===== config.mk =====
export PLATFORM = sky130hd
export DESIGN_NAME = shift_counter
export DESIGN_NICKNAME = d
export VERILOG_FILES = /design/src/rtl/shift_counter_pkg.sv /design/src/rtl/sc_control.sv /design/src/rtl/sc_datapath.sv /design/src/rtl/shift_counter.sv
export SDC_FILE = /design/constraint.sdc
export NUM_CORES = 1
export LEC_CHECK = 0
export BUFFER_PORTS_ARGS = -buffer_cell sky130_fd_sc_hd__buf_4
export CELL_PAD_IN_SITES_DETAIL_PLACEMENT = 1
export CELL_PAD_IN_SITES_GLOBAL_PLACEMENT = 1
export CORE_AREA = 2 2 39 41
export DETAILED_ROUTE_END_ITERATION = 8
export DIE_AREA = 0 0 41 43
export PLACE_DENSITY_LB_ADDON = 0.3
export REMOVE_ABC_BUFFERS = 1
export SLEW_MARGIN = 10
export SYNTH_ARGS = -nofsm -noshare
export SYNTH_HDL_FRONTEND = slang
export SYNTH_SLANG_ARGS = --single-unit

===== constraint.sdc =====
create_clock -name clk -period 2.7 [get_ports clk]
set_input_delay 0.27 -clock clk [delete_from_list [all_inputs] [get_ports clk]]
set_output_delay 0.27 -clock clk [all_outputs]
set_load 0.01 [all_outputs]

===== src/rtl/shift_counter_pkg.sv =====
package shift_counter_pkg;

  typedef enum logic [1:0] {
    MODE_RING_FIX    = 2'd0,
    MODE_JOHNSON_FIX = 2'd1,
    MODE_RING_PLAIN  = 2'd2
  } cnt_mode_e;

  typedef struct packed {
    logic load;
    logic shift;
    logic feedIn;
  } ctrl_strobe_t;

endpackage


===== src/rtl/sc_control.sv =====
module sc_control
  import shift_counter_pkg::*;
#(
  parameter int        WIDTH = 4,
  parameter cnt_mode_e MODE  = MODE_RING_FIX
) (
  input  logic               rst,
  input  logic               en,
  input  logic [WIDTH-1:0]   stateQ,
  output ctrl_strobe_t       strobes,
  output logic               validOut
);

  localparam int CW = $clog2(WIDTH) + 1;

  logic feedBit;

  generate
    if (MODE == MODE_RING_FIX) begin : gFeedRing
      assign feedBit = ~|stateQ[WIDTH-2:0];
    end else if (MODE == MODE_JOHNSON_FIX) begin : gFeedJohnson
      assign feedBit = ~stateQ[WIDTH-1] & (~stateQ[WIDTH-2] | stateQ[0]);
    end else begin : gFeedPlain
      assign feedBit = stateQ[WIDTH-1];
    end
  endgenerate

  generate
    if (MODE == MODE_JOHNSON_FIX) begin : gValidJohnson
      logic [CW-1:0] edgeCount;
      always_comb begin
        edgeCount = '0;
        for (int i = 1; i < WIDTH; i++) begin
          edgeCount = edgeCount + {{(CW-1){1'b0}}, stateQ[i] ^ stateQ[i-1]};
        end
      end
      assign validOut = (edgeCount <= CW'(1));
    end else begin : gValidRing
      assign validOut = $onehot(stateQ);
    end
  endgenerate

  always_comb begin
    strobes.load   = rst;
    strobes.shift  = en & ~rst;
    strobes.feedIn = feedBit;
  end

endmodule


===== src/rtl/sc_datapath.sv =====
module sc_datapath
  import shift_counter_pkg::*;
#(
  parameter int        WIDTH = 4,
  parameter cnt_mode_e MODE  = MODE_RING_FIX
) (
  input  logic             clk,
  input  ctrl_strobe_t     strobes,
  output logic [WIDTH-1:0] stateQ
);

  localparam logic [WIDTH-1:0] RING_START = {{(WIDTH-1){1'b0}}, 1'b1};
  localparam logic [WIDTH-1:0] START_VAL  =
    (MODE == MODE_JOHNSON_FIX) ? '0 : RING_START;

  always_ff @(posedge clk) begin
    if (strobes.load) begin
      stateQ <= START_VAL;
    end else if (strobes.shift) begin
      stateQ <= {stateQ[WIDTH-2:0], strobes.feedIn};
    end
  end

endmodule


===== src/rtl/shift_counter.sv =====
module shift_counter
  import shift_counter_pkg::*;
#(
  parameter int        WIDTH = 4,
  parameter cnt_mode_e MODE  = MODE_RING_FIX
) (
  input  logic             clk,
  input  logic             rst,
  input  logic             en,
  output logic [WIDTH-1:0] state,
  output logic             valid
);

  ctrl_strobe_t     strobes;
  logic [WIDTH-1:0] stateQ;

  sc_control #(.WIDTH(WIDTH), .MODE(MODE)) uCtrl (
    .rst      (rst),
    .en       (en),
    .stateQ   (stateQ),
    .strobes  (strobes),
    .validOut (valid)
  );

  sc_datapath #(.WIDTH(WIDTH), .MODE(MODE)) uData (
    .clk     (clk),
    .strobes (strobes),
    .stateQ  (stateQ)
  );

  assign state = stateQ;

endmodule


==> results.cfg, run 1 <==
[setup_path]
required_ns = 2.43
r2r-start = uData.stateQ[0]
r2r_cells = 4
critPathBufInv = 2
regToRegSetupSlack_ns = 1.74
critPathSlowestCell = fa_1
startpoint_type = flip-flop
cp.arrival_ns = 2.00
cp_top_family = adder cells
crit_path_max_incr_delay_ns = 0.44
crit_type = reg -> out
crit_top_cell = ha_1
cp_cell_sequence = inv_1 -> ha_1 -> ha_1 -> fa_1 -> nor3b_1 -> buf_4
cp_max_fo = 4
critPathCaptureType = output pin
r2r-end = uData.stateQ[0]

[drt]
ant_nets = 0
routed_wirelength_um = 463
drc_errors = 0
via_count = 180
wire_per_inst_um = 9.85
drtIter0Drc = 1
viasPerCell = 3.83
drt-pass1-iter-count = 2

[min_path]
min_path_cells = 2
hold_class = in -> reg
min_to = uData.stateQ[1]
hold_start = rst

[global_routing]
grtUsageTotal_pct = 6.63
overflow = 0
grt_max_degree = 6
grt_pass1_vias = 168
grt_pass1_wl_um = 710
antenna_found_initial = 0

[power_and_ir_drop]
vdd_drop_max_mv = 0.168
total_power_mw = 0.179
power_leakage_nw = 0.170
p_per_area_nw_per_um2 = 552

[finish]
reg.largest.list = uData.stateQ x4
postLayoutCoreUtil_pct = 23.4
largest_reg_flops = 4
fin_nets = 41
regMostFlops = uData.stateQ
final_area_sq_um = 324
syn_to_final_growth_pct = 34.9
n_antenna_cell = 0
drive_above_1_share_pct = 35.5

[clock_tree]
hold_buffers = 0
clock-sinks = 4
cts_setup_buffers = 0
clk_latency_ns = 0.23
cts_made_buffers = 3
clk_pin_slew_ns = 0.04
ctsHtreeMaxLevel = 1
post_cts_resized = 0
ctsRootBufferMaster = clkbuf_4
cts_tree = yes
cts.path.max_buffers = 2

[place]
numPortBuffers = 7
post-dp-hpwl_um = 382
gp_congestion = 0.691
placed_area_sq_um = 302

[synth]
yosysUniqueCellTypes = 10
synth.area.top_cells = dfxtp_1 33%, ha_1 21%, mux2i_1 13%
netlist_area_sq_um = 240
yosys.area.top_type = dfxtp_1
synth.avg_cell_area_sq_um = 10.9
ys_warn_count = 0
synthCells = 22
synth_top_area_share_pct = 33.3
ys_seq_elements = 4
ys_seq_area_share_pct = 33.3

[floorplanning]
ioPinCount = 8
start_util_pct = 17.4
fp.coreArea_sq_um = 1380
die_height_um = 43
core.rowCount = 14
die_x_um = 41
die_area_sq_um = 1760

[timing]
post-route-period-util_pct = 84.1
maxSlewViolCount = 0
clock-skew-final_ns = 0.00322
worstMarginPinSlew_ns = 0.196
setup_tns_ns = 0
whs_ns = 0.224
fin_crit_ns = 2.27
final_hold_viol_count = 0
maxSlewHeadroom_pct = 86.9
setup_viol = 0
rsz0062_at_grt = false
max_freq_mhz = 441

[run]
timing.max_cap.violations = 0

[status]
run_status = finished clean
-- per-stage QoR --
step | instances | setup WS [ns]
after global placement | 44 | 0.714
after detailed placement | 44 | 0.679
after floorplan | 21 | 0.714
final | 47 | 0.430
after global routing | 47 | 0.340
after CTS | 47 | 0.419
-- metal layers --
layer / up-vias / global-route usage [%] / routed length, um
li1: 91 / - / -
met1: 84 / 8.36 / 234
met2: 5 / 6.88 / 191
met3: 0 / 4.71 / 36
met4: 0 / 6.00 / 0
met5: - / 0 / 0
-- worst max path at each step --
stage                    start  endpoint  slack [ns]  cells after the start
2_1_floorplan  uData.stateQ[0]     valid        0.71                      5
3_3_place_gp   uData.stateQ[0]     valid        0.71                      6
3_5_place_dp   uData.stateQ[0]     valid        0.68                      6
4_1_cts        uData.stateQ[0]     valid        0.42                      6
5_1_grt        uData.stateQ[0]     valid        0.34                      6
6_report       uData.stateQ[0]     valid        0.43                      6
-- Yosys cell counts, drive strengths merged --
library cell and instances:
fa 1, nand2 1, o221ai 1, nor2 3, nor3b 1, inv 3, buf 1, ha 4
mux2i 3, dfxtp 4
-- worst reg2reg max path, stage by stage, from the launching register on --
cell	delay [ns]
dfxtp_1	0.38
inv_1	0.09
ha_1	0.20
nand2_1	0.08
o221ai_2	0.09
-- cells in the final DEF (no fill, tap or decap), drive strengths merged --
cell type / Yosys / layout
clkbuf: 0 / 3
nor2: 3 / 3
nand2: 1 / 1
o221ai: 1 / 1
nor3b: 1 / 1
buf: 1 / 7
ha: 4 / 4
dfxtp: 4 / 4
mux2i: 3 / 3
inv: 3 / 3
fa: 1 / 1
-- cell type report --
type	instances	area, sq um
Inverter	3	11.3
Multi-Input combinational cell	14	138
Sequential cell	4	80.1
Tap cell	16	20.0
Fill cell	168	1060
Clock buffer	3	22.5
Timing Repair Buffer	7	52.6
-- cell families (layout without fill, tap and decap cells) --
group,count (synthesis),in the layout,synth area share [%]
flip-flops,4,4,33.3
AO/OA/AOI/OAI,1,1,6.25
buffers and inverters,4,13,9.37
AND/OR/NAND/NOR,5,5,9.37
multiplexers,3,3,12.5
adder cells (fa/ha/maj),5,5,29.2
-- power by group --
group / total [mW] / switching (mW) / leakage, nW / internal (mW)
Combinational: 0.0381 / 0.0174 / 0.123 / 0.0207
Sequential: 0.0678 / 0.00472 / 0.0330 / 0.0631
Clock: 0.0729 / 0.0233 / 0.0138 / 0.0496
Total: 0.179 / 0.0453 / 0.170 / 0.133
(Power assumes the default switching activity.)
==> run 2, diff against run 1 <==
Clock period 2.7 ns to 2.1 ns, I/O delays scaled along.
==> results.cfg, run 2 (synthesis gave the netlist of run 1 again) <==
[status]
run_status = finished clean

[clock_tree]
clock-sinks = 4
clk_pin_slew_ns = 0.03
ctsHtreeMaxLevel = 1
cts_tree = yes
cts.path.max_buffers = 2
cts_made_buffers = 3
clk_latency_ns = 0.23
ctsRootBufferMaster = clkbuf_4

[finish]
mostFrequentLayoutCell = buf_4
reg.largest.list = uData.stateQ x4
largest_reg_flops = 4
fin_nets = 43
final_cell_mix = 9 x buf_4, 3 x mux2i_1, 3 x nor2_1, 3 x clkbuf_4, 3 x dfxtp_2
fill_cells = 164
regMostFlops = uData.stateQ
postLayoutCoreUtil_pct = 27.4
syn_to_final_growth_pct = 57.8
n_antenna_cell = 0
drive_above_1_share_pct = 69.7

[timing]
post-route-period-util_pct = 94.4
setup_viol = 0
max_freq_mhz = 504
setup_tns_ns = 0
fin_crit_ns = 1.98
final_hold_viol_count = 0
clock-skew-final_ns = 0.00300
worstMarginPinSlew_ns = 0.159
rsz0062_at_grt = false
maxSlewHeadroom_pct = 89.1
maxSlewViolCount = 0

[place]
gp_congestion = 0.731
numPortBuffers = 7

[drt]
dr_wl_met3_um = 38
wire_per_inst_um = 9.92
drtIter0Drc = 0
met1_length_um = 210
highest_layer = met3
drc_errors = 0
viasPerCell = 3.73
wl_met2_um = 238
via_count = 183
routed_wirelength_um = 486
ant_nets = 0
drt-pass1-iter-count = 1

[floorplanning]
die_x_um = 41
die_area_sq_um = 1760
core.rowCount = 14
ioPinCount = 8
fp.coreArea_sq_um = 1380
die_height_um = 43
start_util_pct = 17.4

[setup_path]
crit_path_max_incr_delay_ns = 0.47
cp.arrival_ns = 1.77
startpoint_type = flip-flop
required_ns = 1.89
critPathCaptureType = output pin
crit_type = reg -> out
cp_cell_sequence = ha_4 -> ha_2 -> fa_1 -> nor3b_2 -> buf_4
critPathSlowestCell = fa_1
cp_max_fo = 5

[power_and_ir_drop]
vdd_drop_max_mv = 0.263
p_per_area_nw_per_um2 = 638
power_leakage_nw = 0.178

[global_routing]
grt_pass1_wl_um = 800
grtUsageTotal_pct = 7.24
grt_pass1_vias = 167
antenna_found_initial = 0
overflow = 0
grt_max_degree = 6

[min_path]
hold_class = in -> reg

[run]
timing.max_cap.violations = 0
## run 2: changes by cell type in the layout (fill, tap and decap cells not counted), sizes merged
cell,previous run,this run
buf,7,9
## run 2: path summary, 6_finish.rpt
kind | startpoint | endpoint | slack, ns | cells after the start
worst max-delay path | uData.stateQ[2] | valid | 0.12 | 5
worst min-delay path | rst | uData.stateQ[3] | 0.16 | 2
worst max register to register | uData.stateQ[0] | uData.stateQ[0] | 1.30 | 4
worst min register to register | uData.stateQ[2] | uData.stateQ[0] | 0.51 | 1
## run 2: power breakdown
group	total (mW)	internal (mW)	switching, mW	leakage (nW)
clock network	0.0930	0.0638	0.0292	0.0138
registers	0.0858	0.0813	0.00444	0.0343
logic	0.0631	0.0352	0.0279	0.130
total	0.242	0.180	0.0616	0.178
## run 2: per-stage QoR
stage	instance area, sq um	setup slack, ns	hold slack, ns	instances	power (mW)
after floorplan	229	0.174	0.282	21	0.112
after global placement	309	0.201	0.398	45	0.139
after detailed placement	309	0.156	0.408	45	0.140
after CTS	347	0.0157	0.157	49	0.244
after global routing	379	0.00757	0.146	49	0.268
final	379	0.118	0.161	49	0.242
## run 2: worst max-delay path: cells and delay by family, from the launching register on
family,cells,cell delay [ns]
DFF,1,0.36
and+or+nand+nor,1,0.16
adders and majority gates,3,0.88
buffers and inverters,1,0.14
## run 2: layer usage
metal / global-route usage, % / up-vias
met4: 6.00 / 0
met2: 7.50 / 5
li1: - / 94
met3: 4.71 / 0
met1: 9.71 / 84
met5: 0 / -
## run 2: final cells by class
class / instances / area, sq um / share of cell area, %
clock buffer: 3 / 22.5 / 5.94
sequential: 4 / 87.6 / 23.1
inverter: 3 / 11.3 / 2.97
multi-input combinational: 14 / 170 / 44.9
tap: 16 / 20.0 / 5.28
timing repair buffer: 9 / 67.6 / 17.8
## run 2: timing repair
action / CTS / global route
pin swaps: 0 / 3
gates resized for setup: 3 / 8
endpoints found under the setup margin: 1 / 1
setup buffers: 1 / 0
hold buffers: 0 / 0
